`src/rtl/fcc_pkg.sv`:
```
package fcc_pkg;
  localparam int HDR_BLKS  = 3;
  localparam int KCODE_LSB = 0;
  localparam int KCODE_W   = 2;
  localparam int MODE_BIT  = 4;
  localparam int LEN_LSB   = 16;
  localparam int LEN_W     = 8;

  typedef enum logic [2:0] {
    ST_IDLE, ST_HDR, ST_DEC, ST_KEY, ST_BRD, ST_BPROC, ST_BWR, ST_DONE
  } fcc_state_e;

  typedef enum logic [1:0] {
    KSZ_128 = 2'd0, KSZ_192 = 2'd1, KSZ_256 = 2'd2, KSZ_BAD = 2'd3
  } key_size_e;
endpackage

```
`src/rtl/fcc_cnt.sv`:
```
module fcc_cnt #(
  parameter int W    = 4,
  parameter int LAST = 10
) (
  input  logic         clk,
  input  logic         rst_n,
  input  logic         clr,
  input  logic         en,
  output logic [W-1:0] val,
  output logic         at_last
);
  assign at_last = (val == W'(LAST));

  always_ff @(posedge clk or negedge rst_n) begin
    if (!rst_n)                val <= '0;
    else if (clr)              val <= '0;
    else if (en && !at_last)   val <= val + 1'b1;
  end
endmodule

```
`src/rtl/fcc_hdr_decode.sv`:
```
module fcc_hdr_decode #(
  parameter int LEN_W = 8,
  parameter int CAP   = 253
) (
  input  logic [1:0]       code,
  input  logic [LEN_W-1:0] len,
  output logic             code_ok,
  output logic             len_ok,
  output logic             empty
);
  import fcc_pkg::*;
  always_comb begin
    code_ok = (key_size_e'(code) != KSZ_BAD);
    len_ok  = (int'(len) <= CAP);
    empty   = (len == '0);
  end
endmodule

```
`src/rtl/fcc_blk_walk.sv`:
```
module fcc_blk_walk #(
  parameter int ADDR_W = 8,
  parameter int LEN_W  = 8
) (
  input  logic              clk,
  input  logic              rst_n,
  input  logic              load,
  input  logic [ADDR_W-1:0] base,
  input  logic [LEN_W-1:0]  count,
  input  logic              step,
  output logic [ADDR_W-1:0] addr,
  output logic              last
);
  logic [LEN_W-1:0] remain;
  assign last = (remain == LEN_W'(1));

  always_ff @(posedge clk or negedge rst_n) begin
    if (!rst_n) begin
      addr   <= '0;
      remain <= '0;
    end else if (load) begin
      addr   <= base;
      remain <= count;
    end else if (step) begin
      addr   <= addr + 1'b1;
      remain <= remain - 1'b1;
    end
  end
endmodule

```
`src/rtl/frame_cipher_ctrl.sv`:
```
module frame_cipher_ctrl #(
  parameter int ADDR_W  = 8,
  parameter int BLK_W   = 128,
  parameter int KEY_CYC = 11
) (
  input  logic                clk,
  input  logic                rst_n,
  input  logic                start,
  output logic                busy,
  output logic                done,
  output logic                err,
  output logic                mem_rd_en,
  output logic                mem_wr_en,
  output logic [ADDR_W-1:0]   mem_addr,
  output logic [BLK_W-1:0]    mem_wdata,
  input  logic [BLK_W-1:0]    mem_rdata,
  output logic                key_load,
  output logic [2*BLK_W-1:0]  key_val,
  output logic [1:0]          key_sel,
  output logic                decrypt,
  output logic                cph_start,
  output logic [BLK_W-1:0]    cph_din,
  input  logic                cph_done,
  input  logic [BLK_W-1:0]    cph_dout
);
  import fcc_pkg::*;

  localparam int CAP   = (1 << ADDR_W) - HDR_BLKS;
  localparam int KCW   = $clog2(KEY_CYC);
  localparam int HCW   = $clog2(HDR_BLKS + 1);

  fcc_state_e st, st_nx;

  logic [BLK_W-1:0] key_lo, key_hi, res_q;
  logic [1:0]       code_q;
  logic             dec_q, launch_q, err_q;
  logic [LEN_W-1:0] len_q;

  logic [HCW-1:0]   hval;
  logic             h_last;
  logic [KCW-1:0]   kval;
  logic             k_last;
  logic             code_ok, len_ok, empty;
  logic [ADDR_W-1:0] blk_addr;
  logic             blk_last;
  logic             go;

  assign go = (st == ST_IDLE) && start;

  fcc_cnt #(.W(HCW), .LAST(HDR_BLKS)) u_hdr_cnt (
    .clk(clk), .rst_n(rst_n), .clr(go), .en(st == ST_HDR),
    .val(hval), .at_last(h_last)
  );

  fcc_cnt #(.W(KCW), .LAST(KEY_CYC-1)) u_key_cnt (
    .clk(clk), .rst_n(rst_n), .clr(st == ST_DEC), .en(st == ST_KEY),
    .val(kval), .at_last(k_last)
  );

  fcc_hdr_decode #(.LEN_W(LEN_W), .CAP(CAP)) u_dec (
    .code(code_q), .len(len_q),
    .code_ok(code_ok), .len_ok(len_ok), .empty(empty)
  );

  fcc_blk_walk #(.ADDR_W(ADDR_W), .LEN_W(LEN_W)) u_walk (
    .clk(clk), .rst_n(rst_n),
    .load(st == ST_DEC), .base(ADDR_W'(HDR_BLKS)), .count(len_q),
    .step(st == ST_BWR), .addr(blk_addr), .last(blk_last)
  );

  always_comb begin
    st_nx = st;
    unique case (st)
      ST_IDLE:  if (start) st_nx = ST_HDR;
      ST_HDR:   if (h_last) st_nx = ST_DEC;
      ST_DEC: begin
        if (!code_ok || !len_ok || empty) st_nx = ST_DONE;
        else                              st_nx = ST_KEY;
      end
      ST_KEY:   if (k_last) st_nx = ST_BRD;
      ST_BRD:   st_nx = ST_BPROC;
      ST_BPROC: if (cph_done) st_nx = ST_BWR;
      ST_BWR:   st_nx = blk_last ? ST_DONE : ST_BRD;
      ST_DONE:  st_nx = ST_IDLE;
      default:  st_nx = ST_IDLE;
    endcase
  end

  always_ff @(posedge clk or negedge rst_n) begin
    if (!rst_n) begin
      st       <= ST_IDLE;
      key_lo   <= '0;
      key_hi   <= '0;
      code_q   <= '0;
      dec_q    <= 1'b0;
      len_q    <= '0;
      res_q    <= '0;
      launch_q <= 1'b0;
      err_q    <= 1'b0;
    end else begin
      st       <= st_nx;
      launch_q <= (st == ST_BRD);
      if (go) err_q <= 1'b0;
      if (st == ST_HDR) begin
        if (hval == HCW'(1)) key_lo <= mem_rdata;
        if (hval == HCW'(2)) key_hi <= mem_rdata;
        if (h_last) begin
          code_q <= mem_rdata[KCODE_LSB +: KCODE_W];
          dec_q  <= mem_rdata[MODE_BIT];
          len_q  <= mem_rdata[LEN_LSB +: LEN_W];
        end
      end
      if (st == ST_DEC && (!code_ok || !len_ok)) err_q <= 1'b1;
      if (st == ST_BPROC && cph_done) res_q <= cph_dout;
    end
  end

  always_comb begin
    mem_addr = blk_addr;
    if (st == ST_HDR) mem_addr = ADDR_W'(hval);
  end

  assign busy      = (st != ST_IDLE);
  assign done      = (st == ST_DONE);
  assign err       = err_q;
  assign mem_rd_en = ((st == ST_HDR) && !h_last) || (st == ST_BRD);
  assign mem_wr_en = (st == ST_BWR);
  assign mem_wdata = res_q;
  assign key_load  = (st == ST_KEY) && (kval == '0);
  assign key_val   = {key_hi, key_lo};
  assign key_sel   = code_q;
  assign decrypt   = dec_q;
  assign cph_start = (st == ST_BPROC) && launch_q;
  assign cph_din   = mem_rdata;
endmodule

```
`config.mk`:
```
export PLATFORM = sky130hd
export DESIGN_NAME = frame_cipher_ctrl
export DESIGN_NICKNAME = d
export VERILOG_FILES = /design/src/rtl/fcc_pkg.sv /design/src/rtl/fcc_cnt.sv /design/src/rtl/fcc_hdr_decode.sv /design/src/rtl/fcc_blk_walk.sv /design/src/rtl/frame_cipher_ctrl.sv
export SDC_FILE = /design/constraint.sdc
export NUM_CORES = 1
export LEC_CHECK = 0
export BUFFER_PORTS_ARGS = -buffer_cell sky130_fd_sc_hd__clkbuf_2
export CORE_AREA = 2 2 311 313
export CTS_BUF_LIST = sky130_fd_sc_hd__clkbuf_8
export CTS_CLUSTER_DIAMETER = 200
export DETAILED_ROUTE_END_ITERATION = 12
export DIE_AREA = 0 0 313 315
export SLEW_MARGIN = 20
export SYNTH_ARGS = -nofsm -noshare
export SYNTH_HDL_FRONTEND = slang
export SYNTH_SLANG_ARGS = --single-unit
```
`constraint.sdc`:
```
create_clock -name clk -period 4.4 [get_ports clk]
set_input_delay 0.44 -clock clk [delete_from_list [all_inputs] [get_ports clk]]
set_output_delay 0.44 -clock clk [all_outputs]
set_load 0.05 [all_outputs]
```
; ---- Yosys cells after proc, flatten, opt, wreduce, memory -nomap -nowiden
; Cells that the tools add are included.
[totals]
ff_bits = 422
inputBits = 260
word_cells = 79
[classes]
add_sub_neg = 4
magnitude_cmp = 1
eq_ne = 17
mux = 18
n_reduce_logical = 26
[ops]
columns = operator, count
row1 = 8-bit two-way mux, 5
row2 = 3-bit one-hot mux with 8 select lines, 1
row3 = 3-bit two-way mux, 5
row4 = "3-bit equality test, second input constant", 4
row5 = "2-bit inequality test, second input constant", 5
row6 = "8-bit by 1-bit adder with 8-bit output, second input constant", 1
row7 = "8-bit by 1-bit equality test with 1-bit output, second input constant", 1
row8 = "8-bit <= comparator, second input constant", 1
row9 = 8-bit logical NOT, 1
row10 = 4-bit two-way mux, 2
row11 = 2-bit nonzero test, 4
row12 = "8-bit by 1-bit subtractor with 8-bit output, second input constant", 1
row13 = 1-bit logical AND, 7
row14 = "3-bit by 2-bit equality test with 1-bit output, second input constant", 2
row15 = 2-bit two-way mux, 3
row16 = 2-bit AND reduction, 3
row17 = "4-bit by 1-bit adder with 4-bit output, second input constant", 1
row18 = "2-bit equality test, second input constant", 2
row19 = "4-bit equality test, second input constant", 1
row20 = 1-bit logical NOT, 4
row21 = 4-bit logical NOT, 1
row22 = 4-bit AND reduction, 1
row23 = "3-bit by 1-bit equality test with 1-bit output, second input constant", 1
row24 = 3-bit logical NOT, 1
row25 = other kinds (5), 8

; ---- Depth between registers and ports, before layout
; Gate-level depths: netlist of the first run.
[depth]
ltp_word = 6
mapped_depth = 7
depth_no_buf = 6

; ---- Hierarchy
; A second synthesis of the first run with hierarchy kept.
[hier_totals]
hier_cells = 1164
area_unflattened_um2 = 17355.4
[by_module_without_submodules]
columns = mod, instances, cells_per_inst, area_each_um2, seq_area_each_um2
row1 = frame_cipher_ctrl, 1, 1021, 16042.9, 10009.6
row2 = fcc_blk_walk, 1, 104, 918.4, 400.4
row3 = fcc_cnt (u_key_cnt), 1, 23, 231.5, 100.1
row4 = fcc_cnt (u_hdr_cnt), 1, 10, 123.9, 50.0
row5 = fcc_hdr_decode, 1, 6, 38.8, 0.0

; ---- Least setup slack after synthesis of the first run
; No wires, ideal clock.
[synth_timing]
path_type = reg2out
startpoint = register st[0]
endpoint = output mem_addr[2]
arrival_time_ns = 1.453
t_required_ns = 3.960
slack_ns = 2.507
stages_incl_launch_ff = 4
path_buffers = 1
path_cell_list = dfrtp_1 -> nor3b_2 -> buf_4 -> nor2b_1
[synth_via]
elab_chain_cells = 2
[synth_rtl]
columns = element, line_no
row1 = from (decl), frame_cipher_ctrl.sv:32  ; fcc_state_e st, st_nx;
row2 = from (signal assigned), frame_cipher_ctrl.sv:101  ; st <= st_nx;
row3 = 3-bit by 1-bit equality test with 1-bit output, frame_cipher_ctrl.sv:120  ; if (st == ST_HDR) mem_addr = ADDR_W'(hval);
row4 = 8-bit two-way mux, frame_cipher_ctrl.sv:120
row5 = to (decl), frame_cipher_ctrl.sv:14  ; output logic [ADDR_W-1:0] mem_addr,
; Every way passes these cells.

; ---- Worst setup path in the final report of the first run
[layout_timing]
startpoint = register st[1]
endpoint = output mem_wr_en
[layout_via]
elab_chain_cells = 1
[layout_rtl]
columns = element, line_no
row1 = 3-bit equality test, frame_cipher_ctrl.sv:127  ; assign mem_wr_en = (st == ST_BWR);
row2 = to (decl), frame_cipher_ctrl.sv:13  ; output logic mem_wr_en,
; Every way passes these cells.

==> results.md, run 1 <==
* Initial drt markers at 620
* Synth cell count leaders: dfrtp_1, mux2_4, mux2_2
* Buffers added on ports at between 700 and 800
* Arrival time of the worst setup path at approximately 2.6 ns
* Final worst slack at 1.40 ns
* Post-cts hold buffer count at 241
* WL/cell at 16.0 um
* Fin. Hold Viols at 0
* Seq/Total Area, Yosys at 57.4%
* Rows at roughly 110
* Cell Area, Placed at around 23000 um^2
* Worst-path fanout max at 11
* EDFF count, synth at 0
* Synth-to-layout area growth at 44.4%
* Initial antenna violation count at 4
* Syn avg cell area at approximately 16 um^2
* Max Slew Vio Count at 0
* Fin crit share at 68.2%
* Initial core utilization at around a fifth
* Top-count cell post-synth: dfrtp_1
* Status: finished clean
* CTS tree: done
* Clk sink count at about 420
* Synth top area cells: dfrtp_1, mux2_4, mux2_2
* Max cap viols at 0
* Placement Setup Slack at between 1.5 and 2 ns
* Via Count at between 10000 and 15000
* DP Wirelength at around 38000 um
* First-pass DRT Iterations at 5
* HP Class: input pin to register
* Critical Path Start Type: register
* H-tree Lvls at 3
* Synth Register Bits at roughly 420
* Resized Gates After CTS at 0
* Final Skew at about 0.02 ns
* Vias in the first global route at about 13000
* Root Buffer: clkbuf_8
* Total setup buffers inserted after CTS at 0
* Die W at around 310 um
* RD Place Congestion at 0.799
* Global-route wire length before repair at between 80000 and 90000 um
* Worst EP required at slightly below 4 ns
* Die span in y at approximately 320 um
* Area fraction of the dominant cell type after synthesis at a little under three fifths
* Post-route setup TNS at 0 ns
* Least-Margin Pin Slew at ~0.87 ns
* Core area at 95700 um^2
* Pin count of the biggest net entering global routing at 116
* FFs w/ async S/R, synth at 100%
* Final WL at ~55000 um
* DR DRC count at 0
* Placed cells at around 3100
* Cell taking the most area after synthesis: dfrtp_1
* Reg clk slew, reported paths at approximately 0.060 ns
* Post-DR vias/cell at about 3.7
* Total routing usage reported by global routing at a little over a tenth
* Mapped Area at ~18000 um^2
* Ys Warns at 0
* Unrepaired setup endpoints after global routing: false
* Fill cells at 9768
* Library cells used by synthesis at 50
* Relative slew slack at between 40% and 50%
* Commonest register cell after synthesis: dfrtp_1
* ANT nets after route at 0
* Gr ovfl total at 0
* Design area at ~27000 um^2
* CP Class: register to output port
* Post-route insts no fill at between 3000 and 4000
* Layout cells sized above 1 at around 61%
* F_max at about 0.33 GHz
* Final Critical Period at between 2 and 3 ns
* Setup violations, final at 0
* Worst-case clock buffer depth at 3
* TritonCTS buffer count at between 70 and 80
* CP Capture Type: output port
* DIE AREA at between 90000 and 100000 um^2
* Num ports at between 700 and 800
* Worst skew pair latency at 0.67 ns
* Post-Synthesis Cells at between 1000 and 1500
* Nets at approximately 2400
* Net Count, Synth at 1424
flip-flops by register name (all words and copies together), names as in the netlist:
signal,count
decrypt,1
u_hdr_cnt.val,2
st,3
u_walk.remain,8
u_walk.addr,8
launch_q,1
u_key_cnt.val,4
len_q,8
key_sel,2
key_lo,128
mem_wdata,128
err,1
key_hi,128
final timing paths:
kind                            slack [ns]      startpoint            end  cells past startpoint
worst max-delay path                  1.40           st[1]      mem_wr_en                      4
worst min-delay path                  0.10  mem_rdata[110]    key_lo[110]                      2
worst max register to register        1.55           st[1]     key_lo[94]                      4
worst min register to register        0.48      key_lo[23]     key_lo[23]                      1
max in group asynchronous             2.90           rst_n     key_hi[36]                      3
min in group asynchronous             0.35           rst_n  mem_wdata[98]                      2
kinds of logic after synthesis:
logic type                 Yosys count  share of synthesized area (%)
and+or+nand+nor                     87                           2.53
buffers and inverters              192                           9.39
adders and majority gates            9                          0.612
xor gates and xnor gates             4                          0.190
muxes                              400                           28.5
DFF                                422                           57.4
AOI/OAI and AO/OA                   41                           1.40
per-stage QoR:
step | utilization (%) | hold slack (ns)
after global routing | 27.8 | 0.0372
after CTS | 27.8 | 0.00366
after floorplan | - | 0.144
after detailed placement | 23.6 | 0.475
after global placement | 23.6 | 0.468
final | 27.8 | 0.105
layer usage:
metal | vias to the layer above | GRT usage (%) | share of wire, %
li1 | 5839 | - | -
met1 | 6405 | 12.7 | 41
met2 | 493 | 17.9 | 50
met3 | 100 | 2.72 | 6.1
met4 | 2 | 4.86 | 2.9
met5 | - | 0 | 0.024
area by class of cell:
cell class,instances,area [um^2],share of cell area [%]
Antenna cell,4,10.0,0.0376
Inverter,12,45.0,0.169
Multi-Input combinational cell,541,6130,23.1
Tap cell,1276,1600,6.00
Clock inverter,39,280,1.05
Clock buffer,95,1310,4.92
Sequential cell,422,10600,39.7
Timing Repair Buffer,1056,6650,25.0
cells in the final DEF, fill, tap and decap left out, types with 4 or more instances in the layout:
master | synthesis | routed
clkbuf_2 | 0 | 788
clkinv_2 | 0 | 10
a21oi_1 | 9 | 9
mux2_4 | 200 | 200
buf_12 | 22 | 7
mux2_1 | 14 | 14
clkinvlp_4 | 0 | 4
o21ai_0 | 14 | 14
dlygate4sd3_1 | 0 | 241
or3_1 | 4 | 4
mux2_2 | 182 | 182
and3_1 | 4 | 4
ha_1 | 9 | 9
nand2_1 | 15 | 15
nand3_1 | 10 | 9
nor2_1 | 20 | 20
nand2b_1 | 5 | 5
mux2i_1 | 4 | 4
clkbuf_8 | 0 | 95
inv_1 | 12 | 30
nor2b_1 | 9 | 9
diode_2 | 0 | 4
buf_4 | 130 | 19
dfrtp_1 | 422 | 422
worst max-delay path, stage by stage, from the launching register on:
cell and delay [ns]:
dfrtp_1 0.52, nor2b_1 0.71, nand2_1 0.24, inv_1 0.13, clkbuf_2 0.28
Power of run 1 is not shown: default switching activity piles up to over one toggle a cycle in this logic, so the estimate is an artifact.
==> run 2: changes to the inputs <==
--- a/config.mk
+++ b/config.mk
@@ -5,12 +5,13 @@
 export SDC_FILE = /design/constraint.sdc
 export NUM_CORES = 1
 export LEC_CHECK = 0
+export ABC_AREA = 1
 export BUFFER_PORTS_ARGS = -buffer_cell sky130_fd_sc_hd__clkbuf_2
-export CORE_AREA = 2 2 311 313
+export CORE_AREA = 2 2 303 305
 export CTS_BUF_LIST = sky130_fd_sc_hd__clkbuf_8
 export CTS_CLUSTER_DIAMETER = 200
 export DETAILED_ROUTE_END_ITERATION = 12
-export DIE_AREA = 0 0 313 315
+export DIE_AREA = 0 0 305 307
 export SLEW_MARGIN = 20
 export SYNTH_ARGS = -nofsm -noshare
 export SYNTH_HDL_FRONTEND = slang
==> constraint.sdc (replaced) <==
create_clock -name clk -period 2.75 [get_ports clk]
set_input_delay 0.275 -clock clk [delete_from_list [all_inputs] [get_ports clk]]
set_output_delay 0.275 -clock clk [all_outputs]
set_load 0.05 [all_outputs]
==> run 2 against run 1 <==
  * Non-clock buffer count up 42
  * Synthesized cell count up 66%
  * Core utilization up 1.3 points
  * Count of clock-buffer cells in the layout up 7
  * Routed wire length up 21%
  * Via count up 27%
  * Area after synthesis down 4.8%
  * Global-route usage up 3.3 points
  * Critical path type unchanged
  * Critical endpoint is now mem_addr[0]
==> results.md, run 2 <==
* Status: finished clean
* Root Buffer: clkbuf_8
* Cell taking the most area after synthesis: dfrtp_1
* Total setup buffers inserted after CTS at 0 (unchanged)
* Worst-path fanout max at 11 (unchanged)
* Final worst slack at 0.217 ns (-1.18 ns)
* Sequential share of power at around 30%
* Max Slew Vio Count at 0 (unchanged)
* Final Skew at 0.0184 ns (-0.00140 ns)
* Least-Margin Pin Slew at 0.874 ns (+0.000310 ns)
* Nets at 3126 (+31%)
* Max cap viols at 0 (unchanged)
* Global-route wire length before repair at 100000 um (+24%)
* Total routing usage reported by global routing at 13.9% (+3.3 points)
* Area fraction of the dominant cell type after synthesis at 60.3% (+2.9 points)
* Syn avg cell area at 9.17 um^2 (-42%)
* Arrival time of the worst setup path at 2.26 ns (-0.30 ns)
* WL/cell at 16.3 um (+1.7%)
* Core area at 90700 um^2 (-5.2%)
* FFs w/ async S/R, synth at 100% (unchanged)
* Top-count cell post-synth: nand2_1
* Buffers added on ports at 789 (unchanged)
* CP Class: register to output port
* CTS tree: done
* Hold-critical path depth at 3 (+1)
* Synth cell count leaders: nand2_1, dfrtp_1, o21ai_1
* Mapped Area at 17500 um^2 (-4.8%)
* Placement Setup Slack at 0.539 ns (-0.989 ns)
* DR DRC count at 0 (unchanged)
* Internal at between 15 and 20 mW
* Unrepaired setup endpoints after global routing: false
* Sw frac at a little over half
* Clk pwr share at 17.6%
* Post-route insts no fill at 4105 (+19%)
* Final Critical Period at 2.53 ns
* Final Total Pwr at between 30 and 40 mW
* F_max at between 0.3 and 0.4 GHz
* Synth top area cells: dfrtp_1, nand2_1, o21ai_1
* Final WL at 66900 um (+21%)
* Ys Warns at 0 (unchanged)
* Relative slew slack at 41.7% (about the same)
* Min-Delay Startpoint: cph_done
* Met3 GRT Util at 4.38% (+1.7 points)
* Gr busiest metal: met2
* First-pass DRT Iterations at 5 (unchanged)
* Met2 Usage GRT at 23.3% (+5.4 points)
* Critical path origin: st[2]
* Leakage at approximately 14 nW
* Pin count of the biggest net entering global routing at 85 (-27%)
* Gate power share at 52.4%
* Synth Register Bits at 422 (unchanged)
* Vias in the first global route at 16400 (+24%)
* H-tree Lvls at 3 (unchanged)
* Initial drt markers at 998 (+61%)
* Gr ovfl total at 0 (unchanged)
* Worst-case clock buffer depth at 3 (unchanged)
* Seq/Total Area, Yosys at 60.3% (+2.9 points)
* Worst skew pair latency at 0.68 ns (about the same)
* HP Class: input pin to register
* Synth-to-layout area growth at 50.2%
* Num ports at 790 (unchanged)
* Design area at 26300 um^2 (-0.98%)
* Maximum vdd ir drop at 1.01 mV
* CP Capture Type: output port
* Reg2Reg Depth at 7 (+3)
* Via Count at 16300 (+27%)
* Initial antenna violation count at 11 (+7)
* Commonest register cell after synthesis: dfrtp_1
* Commonest non-fill, non-tap cells in the layout: clkbuf_2, nand2_1, dfrtp_1, dlygate4sd3_1, o21ai_1
* Critical Path Start Type: register
* Util after Layout at 29.0% (+1.3 points)
* RR Startpoint: st[2]
* Initial core utilization at 19.3% (+0.090 points)
* DIE AREA at 93600 um^2 (-5.0%)
* Placed cells at 3706 (+21%)
* Worst EP required at 2.48 ns (-1.48 ns)
* Fin crit share at 92.1%
* Power Dens Cells at around 1400 nW/um^2
* Met1 Usage GRT at 16.4% (+3.7 points)
* Net Count, Synth at 2181 (+53%)
* Net Sw Power at 19.8 mW
* Rows at 111 (-2.6%)
* Cell Area, Placed at 22000 um^2 (-2.4%)
* EDFF count, synth at 0 (unchanged)
* Post-route setup TNS at 0 ns (unchanged)
* Post-Synthesis Cells at 1912 (+66%)
* Setup violations, final at 0 (unchanged)
* Clk sink count at 422 (unchanged)
* Layout cells sized above 1 at 33.1% (-28 points)
* Reg clk slew, reported paths at 0.06 ns (about the same)
* Die W at 305 um (-2.6%)
* Library cells used by synthesis at 26 (-48%)
* Die span in y at 307 um (-2.5%)
* ANT nets after route at 0 (unchanged)
* Hold_ws at 0.133 ns (+0.0284 ns)
* Most common cell after layout, fill and taps aside: clkbuf_2
* RD Place Congestion at 0.838 (+5.0%)
* TritonCTS buffer count at 77 (+1.3%)
* Fin. Hold Viols at 0 (unchanged)
* Post-DR vias/cell at 3.97 (+6.7%)
* DP Wirelength at 49400 um (+30%)
==> run 2: cell count changes after synthesis, sizes merged, moves of 5 or more <==
cell	change
o21ai	+266
nor2	+14
nand2	+574
inv	+159
clkbuf	+15
nand3	+136
mux2	-396
nor2b	-10
buf	+37
nand2b	-5
a22oi	+6
==> run 2: metal layers <==
metal,wire length (um),vias up
met3,5270,128
met2,32300,686
li1,-,7830
met4,2160,4
met5,25,-
met1,27100,7669
==> run 2: cell families after synthesis <==
| family | count (synthesis) | synth area share, % |
|---|---|---|
| adders and majority gates | 9 | 0.643 |
| xor gates and xnor gates | 4 | 0.200 |
| DFF | 422 | 60.3 |
| AOI/OAI and AO/OA | 298 | 8.68 |
| and+or+nand+nor | 776 | 17.9 |
| buffers and inverters | 403 | 12.3 |
==> run 2: worst max-delay path, cell delays in order, from the launching register on <==
cell      delay [ns]
dfrtp_1         0.45
inv_2           0.20
nand2_1         0.25
o21ai_1         0.34
clkbuf_2        0.35
==> run 2: final timing paths <==
kind	endpoint	slack, ns
worst max-delay path	mem_addr[0]	0.22
worst min-delay path	mem_wdata[125]	0.13
worst max register to register	key_hi[7]	0.51
worst min register to register	mem_wdata[79]	0.47
max in group asynchronous	st[2]	1.66
min in group asynchronous	key_lo[21]	0.17
==> run 2: power by group through the flow <==
stage	Combinational (mW)	Sequential, mW	Clock [mW]
after detailed placement	19.1	11.1	0
after CTS	19.5	11.0	6.76
final	19.3	11.1	6.50
after global placement	19.0	11.0	0
after global routing	20.5	11.4	7.02
after floorplan	4.56	20.5	0
==> run 2: cell type report <==
type                    count  area (um^2)
diodes                      3         7.51
fillers                  9513        64400
well taps                1186         1480
clock buffers             102         1400
repair buffers           1098         7100
multi-input cells        1087         4840
clock inverters            36          288
flip-flops and latches    422        10600
inverters                 171          642
==> run 2: timing repair <==
action	4_1_cts	5_1_grt
gates resized for setup	1	0
endpoints found under the hold margin	602	0
hold buffers	258	0
endpoints found under the setup margin	1	0
Note: power is estimated with default switching activity, not from simulation.
